--- src/rtl/hotswap_txn_gate.sv ---
module hotswap_txn_gate (
  input  logic clk,
  input  logic rst_n,
  input  logic cmd_io_en,
  input  logic cmd_mem_en,
  input  logic cmd_mst_en,
  input  logic hs_mode,
  input  logic gp_dir_out,
  input  logic gp_pin,
  input  logic q_empty,
  input  logic sec_rst_ctl,
  output logic eff_io_en,
  output logic eff_mem_en,
  output logic eff_mst_en,
  output logic tgt_io_ok,
  output logic tgt_mem_ok,
  output logic drain_ok,
  output logic cpl_ret_ok,
  output logic gated,
  output logic safe_pt,
  output logic sec_rst_n
);

  logic pin_m, pin_s;

  always_ff @(posedge clk or negedge rst_n) begin
    if (!rst_n) begin
      pin_m     <= 1'b0;
      pin_s     <= 1'b0;
      sec_rst_n <= 1'b0;
    end else begin
      pin_m     <= gp_pin;
      pin_s     <= pin_m;
      sec_rst_n <= ~sec_rst_ctl;
    end
  end

  assign gated      = hs_mode & ~gp_dir_out & pin_s;
  assign eff_io_en  = cmd_io_en  & ~gated;
  assign eff_mem_en = cmd_mem_en & ~gated;
  assign eff_mst_en = cmd_mst_en & ~gated;
  assign tgt_io_ok  = eff_io_en;
  assign tgt_mem_ok = eff_mem_en;
  assign drain_ok   = cmd_mst_en;
  assign cpl_ret_ok = ~gated;
  assign safe_pt    = gated & q_empty;

  assert_mask_R3: assert property (@(posedge clk) disable iff (!rst_n)
    gated |-> (!eff_io_en && !eff_mem_en && !eff_mst_en && !tgt_io_ok && !tgt_mem_ok));

  assert_pass_R4: assert property (@(posedge clk) disable iff (!rst_n)
    !gated |-> (eff_io_en == cmd_io_en && eff_mem_en == cmd_mem_en && eff_mst_en == cmd_mst_en));

  assert_arm_R2: assert property (@(posedge clk) disable iff (!rst_n)
    !hs_mode |-> !gated);

  assert_dir_R8: assert property (@(posedge clk) disable iff (!rst_n)
    gp_dir_out |-> !gated);

  assert_drain_R6: assert property (@(posedge clk) disable iff (!rst_n)
    drain_ok == cmd_mst_en);

  assert_cpl_R7: assert property (@(posedge clk) disable iff (!rst_n)
    gated |-> !cpl_ret_ok);

  assert_safe_R10: assert property (@(posedge clk) disable iff (!rst_n)
    safe_pt |-> (gated && q_empty));

  assert_srst_R9: assert property (@(posedge clk) disable iff (!rst_n)
    sec_rst_ctl |=> !sec_rst_n);

endmodule

--- config.mk ---
export PLATFORM = sky130hd
export DESIGN_NAME = hotswap_txn_gate
export DESIGN_NICKNAME = d
export VERILOG_FILES = /design/src/rtl/hotswap_txn_gate.sv
export SDC_FILE = /design/constraint.sdc
export NUM_CORES = 1
export LEC_CHECK = 0
export CAP_MARGIN = 40
export CORE_AREA = 3 3 40 42
export DETAILED_ROUTE_END_ITERATION = 16
export DIE_AREA = 0 0 43 45
export PLACE_DENSITY = 0.45
export SYNTH_ARGS = -nofsm -noshare
export SYNTH_HDL_FRONTEND = slang
export SYNTH_SLANG_ARGS = --single-unit
--- constraint.sdc ---
create_clock -name clk -period 0.8 [get_ports clk]
set_input_delay 0.16 -clock clk [delete_from_list [all_inputs] [get_ports clk]]
set_output_delay 0.16 -clock clk [all_outputs]
set_load 0.01 [all_outputs]
==> results of run 1 <==
-- state kept, by name (all words and copies together) (netlist names) --
register and flops:
pin_m 1, pin_s 1, sec_rst_n 1
-- where the power goes --
group | switching (mW) | leakage [nW] | internal [mW]
sequential | 0.00352 | 0.0350 | 0.160
clock | 0.0787 | 0.0150 | 0.187
combinational | 0.0466 | 0.152 | 0.0940
-- stage by stage --
step	power [mW]	cells	setup TNS (ps)
final	0.5702	50	-2527
after global routing	0.6077	50	-2964
after CTS	0.5752	49	-2622
after detailed placement	0.3061	45	-6932
after global placement	0.3046	45	-6871
after floorplan	0.2209	14	-240.9
-- logic make-up (layout without fill, tap and decap cells) --
family | after synthesis | count (layout) | synth area share, %
AND/OR/NAND/NOR | 5 | 5 | 29.27
buffers and inverters | 6 | 27 | 21.95
flip-flops | 3 | 3 | 48.78
-- area by class of cell --
class                   instances  area, sq um
well taps                      15        18.77
repair buffers                 20        187.7
flip-flops and latches          3        75.07
fillers                       143        915.9
inverters                       3        11.26
clock buffers                   4        26.28
multi-input cells               5        50.05
-- critical path, delay by kind of cell, from the launching register on --
family | cells | cell delay (ps)
buf+inv | 1 | 100
simple gates | 2 | 260
flops | 1 | 380
-- repair_timing --
action,CTS,global route
gates resized for setup,47,4
pin swaps,2,1
buffers inserted,0,1
gates cloned,0,0
endpoints found under the setup margin,10,9
hold buffers,0,0
-- cell usage in the layout, fill, tap and decap left out, drive strengths merged --
cell           instances
buf                   11
clkdlybuf4s50          6
clkbuf                 4
inv                    3
and2                   3
dlygate4sd2            3
dfrtp                  3
nand3b                 1
nor2                   1
-- how the worst min path moves through the flow --
| stage | start | depth (start not counted) | to |
|---|---|---|---|
| CTS | rst_n | 1 | pin_s |
| detailed placement | pin_m | 0 | pin_s |
| global placement | pin_m | 0 | pin_s |
| floorplan | rst_n | 0 | pin_m |
| global route | rst_n | 1 | pin_s |
| finish | rst_n | 1 | pin_s |
-- per-layer routing --
metal	part of all wire, %	vias to the layer above	wire (microns)
li1	-	80	-
met1	36	69	170
met2	44	19	211
met3	20	0	94
met4	0	0	0
met5	0	-	0
==> flow_metrics.py, run 1 <==
metrics = {
    "pwr": {
        "ir_worst_vdd_v": 0.0008524,
        "p_leak_nw": 0.2018,
        "power_density_nw_per_um2": 1545,
    },
    "global_routing": {
        "grt_max_degree": 7,
        "gr-usage-met3_pct": 6.375,
        "grt_util_met1_pct": 4.369,
        "grt_pass1_wl_microns": 752,
        "met2_usage_pct": 8.084,
        "busiest_layer": "met2",
        "antenna_found_initial": 0,
        "grt_pass1_vias": 193,
        "grtUsageTotal_pct": 5.843,
        "gr-total-overflow": 0,
    },
    "route": {
        "num_vias": 168,
        "first_pass_iters": 2,
        "drc": 0,
        "routed_via_density": 3.360,
        "final_antenna_net_count": 0,
        "wl_per_cell_microns": 9.520,
        "dr.first_iter.drc_count": 1,
        "drt-total-wl_microns": 476,
    },
    "sta": {
        "finClkSkew_ps": 2.386,
        "setup_viol": 9,
        "setup_ws_ps": -335.3,
        "hold_viol": 0,
        "worst_pin_slew_ps": 137.8,
        "fin_worst_hold_slack_ps": 108.8,
        "fin_crit_sh_pct": 141.9,
        "fin_crit_ps": 1135,
        "rsz0062_at_grt": "true",
        "drv_slew": 0,
        "max_freq_mhz": 880.8,
        "relSlewSlack_pct": 90.78,
    },
    "critical_path": {
        "end_kind": "primary output",
        "crit_type": "reg2out",
        "rrSetupSlack_ps": 340,
        "cp_slowest_stage_delay_ps": 380,
        "cp.arrival_ps": 980,
        "setup.worst_path.end": "eff_io_en",
        "crit_path_start_kind": "flop",
        "r2r_cells": 0,
        "r2r-end": "pin_s",
        "path_cells": "nand3b_4 -> and2_4 -> buf_6",
        "crit_fanout": 6,
        "timing.rr.start": "pin_m",
        "cp_slowest_cell": "dfrtp_1",
        "required_ps": 640,
        "startpoint": "pin_s",
    },
    "die": {
        "coreArea_sq_um": 1285,
        "die_x_microns": 43,
        "initial_core_util_pct": 11.98,
        "row_count": 13,
        "die_h_microns": 45,
        "die-area_sq_um": 1935,
        "io-pin-count": 20,
    },
    "yosys": {
        "synth_top_area_cell": "dfrtp_1",
        "synth_cell_types": 7,
        "synth_area_sq_um": 153.9,
        "synth-warning-count": 0,
        "synth_top_area_share_pct": 48.78,
        "async_reset_ff_share_pct": 100.0,
        "synth_ff_type": "dfrtp_1",
        "syn_inst": 14,
        "yosys_register_bits": 3,
        "avgSynthCellArea_sq_um": 10.99,
        "syn_nets": 24,
        "synth_edf_count": 0,
        "synth_common_cells": "buf_4, dfrtp_1, inv_1",
        "ys_seq_area_share_pct": 48.78,
        "synthTopCellsByArea": "dfrtp_1, buf_4, nand3b_4",
    },
    "job": {
        "cap_violations": 0,
    },
    "cts": {
        "cts_sinks": 3,
        "cts_made_buffers": 3,
        "insertion_delay_ps": 230,
        "cts-root-buf": "clkbuf_4",
        "cts_tree": "yes",
        "htree_levels": 1,
        "clockBufferDepth": 2,
        "path_clk_slew_ps": 40,
    },
    "layout": {
        "final_util_pct": 28.72,
        "design_area_sq_um": 369.1,
        "syn2layout_area_growth_pct": 139.8,
        "layout-drive-gt1-share_pct": 51.43,
        "diodes": 0,
        "nNetsFinal": 46,
    },
    "place": {
        "portBuffers": 19,
        "pre_cts_slack_ps": -813.3,
        "place_congestion": 0.7326,
        "placed_cell_area_sq_um": 342.8,
    },
    "min_path": {
        "hold_path_class": "in2async",
    },
    "run_status": {
        "violations": "negative setup slack",
        "status": "complete, but fails checks",
    },
}
(Power assumes the default switching activity.)
==> inputs of run 2 (changes only) <==
--- a/config.mk
+++ b/config.mk
@@ -5,11 +5,11 @@
 export SDC_FILE = /design/constraint.sdc
 export NUM_CORES = 1
 export LEC_CHECK = 0
+export ABC_CLOCK_PERIOD_IN_PS = 800
 export CAP_MARGIN = 40
 export CORE_AREA = 3 3 40 42
 export DETAILED_ROUTE_END_ITERATION = 16
 export DIE_AREA = 0 0 43 45
-export PLACE_DENSITY = 0.45
 export SYNTH_ARGS = -nofsm -noshare
 export SYNTH_HDL_FRONTEND = slang
 export SYNTH_SLANG_ARGS = --single-unit
==> flow_metrics.py, run 2 (synthesis results as in run 1) <==
metrics = {
    "sta": {
        "fin_crit_ps": 1141,
        "rsz0062_at_grt": "true",
        "setup_ws_ps": -341.0,
        "hold_viol": 0,
        "fin_crit_sh_pct": 142.6,
        "timing.setup.tns_ps": -2645,
        "finClkSkew_ps": 0.7482,
        "drv_slew": 0,
        "max_freq_mhz": 876.4,
        "worst_pin_slew_ps": 133.5,
        "setup_viol": 9,
        "relSlewSlack_pct": 91.07,
    },
    "route": {
        "final_antenna_net_count": 0,
        "dr.first_iter.drc_count": 0,
        "first_pass_iters": 1,
        "routed_via_density": 3.440,
        "drc": 0,
        "drt-total-wl_microns": 399,
        "num_vias": 172,
        "wl_per_cell_microns": 7.980,
    },
    "run_status": {
        "status": "complete, but fails checks",
        "violations": "negative setup slack",
    },
    "critical_path": {
        "end_kind": "primary output",
        "crit_type": "reg2out",
        "crit_path_start_kind": "flop",
        "cp.arrival_ps": 980,
        "required_ps": 640,
        "crit_fanout": 6,
    },
    "cts": {
        "cts_tree": "yes",
        "cts_sinks": 3,
        "cts-hold-fix-buffers": 0,
        "insertion_delay_ps": 230,
        "htree_levels": 1,
        "cts_made_buffers": 3,
        "clockBufferDepth": 2,
        "cts-root-buf": "clkbuf_4",
        "path_clk_slew_ps": 40,
    },
    "layout": {
        "layout-drive-gt1-share_pct": 51.43,
        "layout_commonest_cell": "buf_6",
        "reg.largest.list": "pin_m (1), pin_s (1), sec_rst_n (1)",
        "diodes": 0,
        "syn2layout_area_growth_pct": 139.8,
        "nNetsFinal": 46,
        "layout_common_cells": "buf_6, clkdlybuf4s50_1",
    },
    "global_routing": {
        "grt_pass1_wl_microns": 676,
        "grt_max_degree": 7,
        "grt_pass1_vias": 169,
        "met2_usage_pct": 7.186,
        "gr-total-overflow": 0,
        "busiest_layer": "met2",
        "grt_util_met1_pct": 4.369,
        "grtUsageTotal_pct": 5.342,
        "gr-usage-met3_pct": 6.375,
        "antenna_found_initial": 0,
    },
    "die": {
        "die_x_microns": 43,
        "io-pin-count": 20,
        "row_count": 13,
        "coreArea_sq_um": 1285,
        "die-area_sq_um": 1935,
        "initial_core_util_pct": 11.98,
        "die_h_microns": 45,
    },
    "pwr": {
        "power_density_nw_per_um2": 1524,
        "ir_worst_vdd_v": 0.0008299,
        "power.total_mw": 0.5624,
        "p_leak_nw": 0.2018,
    },
    "job": {
        "cap_violations": 0,
    },
    "place": {
        "place_congestion": 0.5564,
        "portBuffers": 19,
    },
    "min_path": {
        "hold_path_class": "in2async",
    },
}
-- run 2: cell counts in the layout (fill, tap and decap cells not counted) --
No cell type changed its count.
-- run 2: per-stage QoR --
stage | area [sq um] | worst slack [ps] | cells | utilization, % | hold slack (ps)
3_5_place_dp | 342.8 | -801.3 | 45 | 26.68 | 339.7
6_report | 369.1 | -341.0 | 50 | 28.72 | 110.9
2_1_floorplan | 163.9 | -103.9 | 14 | - | -135.6
3_3_place_gp | 342.8 | -801.5 | 45 | 26.68 | 334.9
4_1_cts | 362.8 | -381.5 | 50 | 28.24 | 105.9
5_1_grt | 369.1 | -408.6 | 50 | 28.72 | 99.37
-- run 2: critical path: stages, from the launching register on --
cell and delay, ps:
dfrtp_1 390, nand3b_4 110, and2_4 160, buf_6 90
-- run 2: area by class of cell --
cell class | count | area (sq um)
multi-input cells | 5 | 50.05
well taps | 15 | 18.77
repair buffers | 20 | 187.7
fillers | 136 | 915.9
inverters | 3 | 11.26
flip-flops and latches | 3 | 75.07
clock buffers | 4 | 26.28
-- run 2: power by group --
part	total [mW]	internal, mW	switching, mW	leakage, nW
Combinational	0.138	0.0938	0.0446	0.152
Clock	0.260	0.187	0.0731	0.0150
Sequential	0.164	0.160	0.00388	0.0350
Total	0.562	0.441	0.122	0.202
-- run 2: routing by layer --
layer	share of wire (%)	vias up
met2	43	18
met3	24	0
met5	0	-
met4	0	0
li1	-	79
met1	33	75
-- run 2: path summary, 6_finish.rpt --
check,start,endpoint,slack (ps),cells past startpoint
setup / recovery,pin_s,tgt_io_ok,-340,3
hold / removal,rst_n,sec_rst_n,110,1
setup reg to reg,pin_m,pin_s,340,0
hold reg to reg,pin_m,pin_s,340,0
max in group asynchronous,rst_n,pin_m,550,1
min in group clk,pin_m,pin_s,340,0
-- run 2: repair_timing --
item / in CTS / in global routing
pin swaps: 3 / 2
gates resized for setup: 50 / 1
setup buffers: 1 / 0
hold endpoints to repair: 0 / 0
setup endpoints to repair: 10 / 9
==> inputs of run 3 (changes only) <==
--- a/config.mk
+++ b/config.mk
@@ -10,6 +10,7 @@
 export CORE_AREA = 3 3 40 42
 export DETAILED_ROUTE_END_ITERATION = 16
 export DIE_AREA = 0 0 43 45
+export RECOVER_POWER = 100
 export SYNTH_ARGS = -nofsm -noshare
 export SYNTH_HDL_FRONTEND = slang
 export SYNTH_SLANG_ARGS = --single-unit
==> flow_metrics.py, run 3 (synthesis results as in run 1) <==
metrics = {
    "sta": {
        "hold_viol": 0,
        "fin_crit_ps": 1141,
        "timing.setup.tns_ps": -2645,
        "finClkSkew_ps": 0.7842,
        "setup_ws_ps": -341.0,
        "fin_crit_sh_pct": 142.6,
        "fin_worst_hold_slack_ps": 180.4,
        "drv_slew": 0,
        "setup_viol": 9,
        "max_freq_mhz": 876.4,
        "rsz0062_at_grt": "true",
        "relSlewSlack_pct": 90.68,
        "worst_pin_slew_ps": 139.3,
    },
    "critical_path": {
        "cp.arrival_ps": 980,
        "crit_path_start_kind": "flop",
        "required_ps": 640,
        "end_kind": "primary output",
        "crit_fanout": 6,
        "crit_type": "reg2out",
    },
    "die": {
        "initial_core_util_pct": 11.98,
        "io-pin-count": 20,
        "die-area_sq_um": 1935,
        "row_count": 13,
        "die_x_microns": 43,
        "coreArea_sq_um": 1285,
        "die_h_microns": 45,
    },
    "route": {
        "dr.first_iter.drc_count": 0,
        "final_antenna_net_count": 0,
        "first_pass_iters": 1,
        "wl_per_cell_microns": 7.960,
        "routed_via_density": 3.440,
        "num_vias": 172,
        "drt-total-wl_microns": 398,
        "drc": 0,
    },
    "layout": {
        "fillCellCount": 136,
        "layout_commonest_cell": "buf_6",
        "reg.largest.list": "pin_m (1), pin_s (1), sec_rst_n (1)",
        "layoutNonFillerInstCount": 50,
        "diodes": 0,
        "layout-drive-gt1-share_pct": 48.57,
        "nNetsFinal": 46,
        "syn2layout_area_growth_pct": 139.0,
    },
    "cts": {
        "htree_levels": 1,
        "cts_tree": "yes",
        "insertion_delay_ps": 230,
        "path_clk_slew_ps": 40,
        "cts-hold-fix-buffers": 0,
        "cts_sinks": 3,
        "cts_made_buffers": 3,
        "cts-root-buf": "clkbuf_4",
        "clockBufferDepth": 2,
    },
    "run_status": {
        "status": "complete, but fails checks",
        "violations": "negative setup slack",
    },
    "global_routing": {
        "gr-total-overflow": 0,
        "grt_max_degree": 7,
        "grtUsageTotal_pct": 5.342,
        "grt_pass1_wl_microns": 676,
        "antenna_found_initial": 0,
        "grt_pass1_vias": 169,
    },
    "place": {
        "place_congestion": 0.5564,
        "portBuffers": 19,
        "place_inst": 45,
    },
    "job": {
        "cap_violations": 0,
    },
    "pwr": {
        "p_comb_share_pct": 24.1,
        "power_density_nw_per_um2": 1519,
        "pwr-share-clk_pct": 46.5,
        "ir_worst_vdd_v": 0.0008252,
        "power_frac_seq_pct": 29.4,
        "p_leak_nw": 0.1998,
        "switchingPower_mw": 0.1216,
        "p_int_mw": 0.4371,
        "swShare_pct": 21.76,
    },
    "min_path": {
        "hold_path_class": "in2async",
    },
}
==> run 3: power groups by stage <==
| stage | registers [mW] | logic [mW] | clock network [mW] |
|---|---|---|---|
| after floorplan | 0.167 | 0.0544 | 0 |
| after global placement | 0.165 | 0.138 | 0 |
| after detailed placement | 0.166 | 0.139 | 0 |
| after CTS | 0.164 | 0.137 | 0.275 |
| after global routing | 0.165 | 0.145 | 0.299 |
| final | 0.164 | 0.135 | 0.260 |
==> run 3: layout make-up <==
class,instances,area (sq um),area share (%)
Tap cell,15,18.77,5.102
Inverter,3,11.26,3.061
Timing Repair Buffer,20,186.4,50.68
Clock buffer,4,26.28,7.143
Multi-Input combinational cell,5,50.05,13.61
Sequential cell,3,75.07,20.41
==> run 3: final timing paths <==
check                           startpoint         to  slack (ps)  cells past startpoint
max in group asynchronous            rst_n      pin_m         480                      1
worst min register to register       pin_m      pin_s         340                      0
min in group clk                     pin_m      pin_s         340                      0
worst max register to register       pin_m      pin_s         340                      0
worst max-delay path                 pin_s  tgt_io_ok        -340                      3
worst min-delay path                 rst_n  sec_rst_n         180                      1
==> run 3: repair_timing <==
item / in CTS / in global routing
pin swaps: 3 / 2
buffers inserted: 1 / 0
endpoints found under the setup margin: 10 / 9
resized for setup: 50 / 1
==> run 3: stage by stage <==
step	cell area (sq um)	setup slack [ps]	utilization (%)	total power, mW
after global placement	342.8	-801.5	26.68	0.3038
after CTS	362.8	-381.5	28.24	0.5761
after floorplan	163.9	-103.9	-	0.2209
after global routing	367.9	-408.6	28.63	0.6082
final	367.9	-341.0	28.63	0.5587
after detailed placement	342.8	-801.3	26.68	0.3049
==> run 3: critical path, stage by stage (launching register included) <==
cell and delay (ps):
dfrtp_1 390, nand3b_4 110, and2_4 160, buf_6 90
==> run 3: per-layer routing <==
| metal | track usage, % | routed length [microns] | vias up |
|---|---|---|---|
| met5 | 0 | 0 | - |
| met4 | 3.614 | 0 | 0 |
| met3 | 6.375 | 95 | 0 |
| met2 | 7.186 | 172 | 18 |
| met1 | 4.369 | 130 | 75 |
| li1 | - | - | 79 |
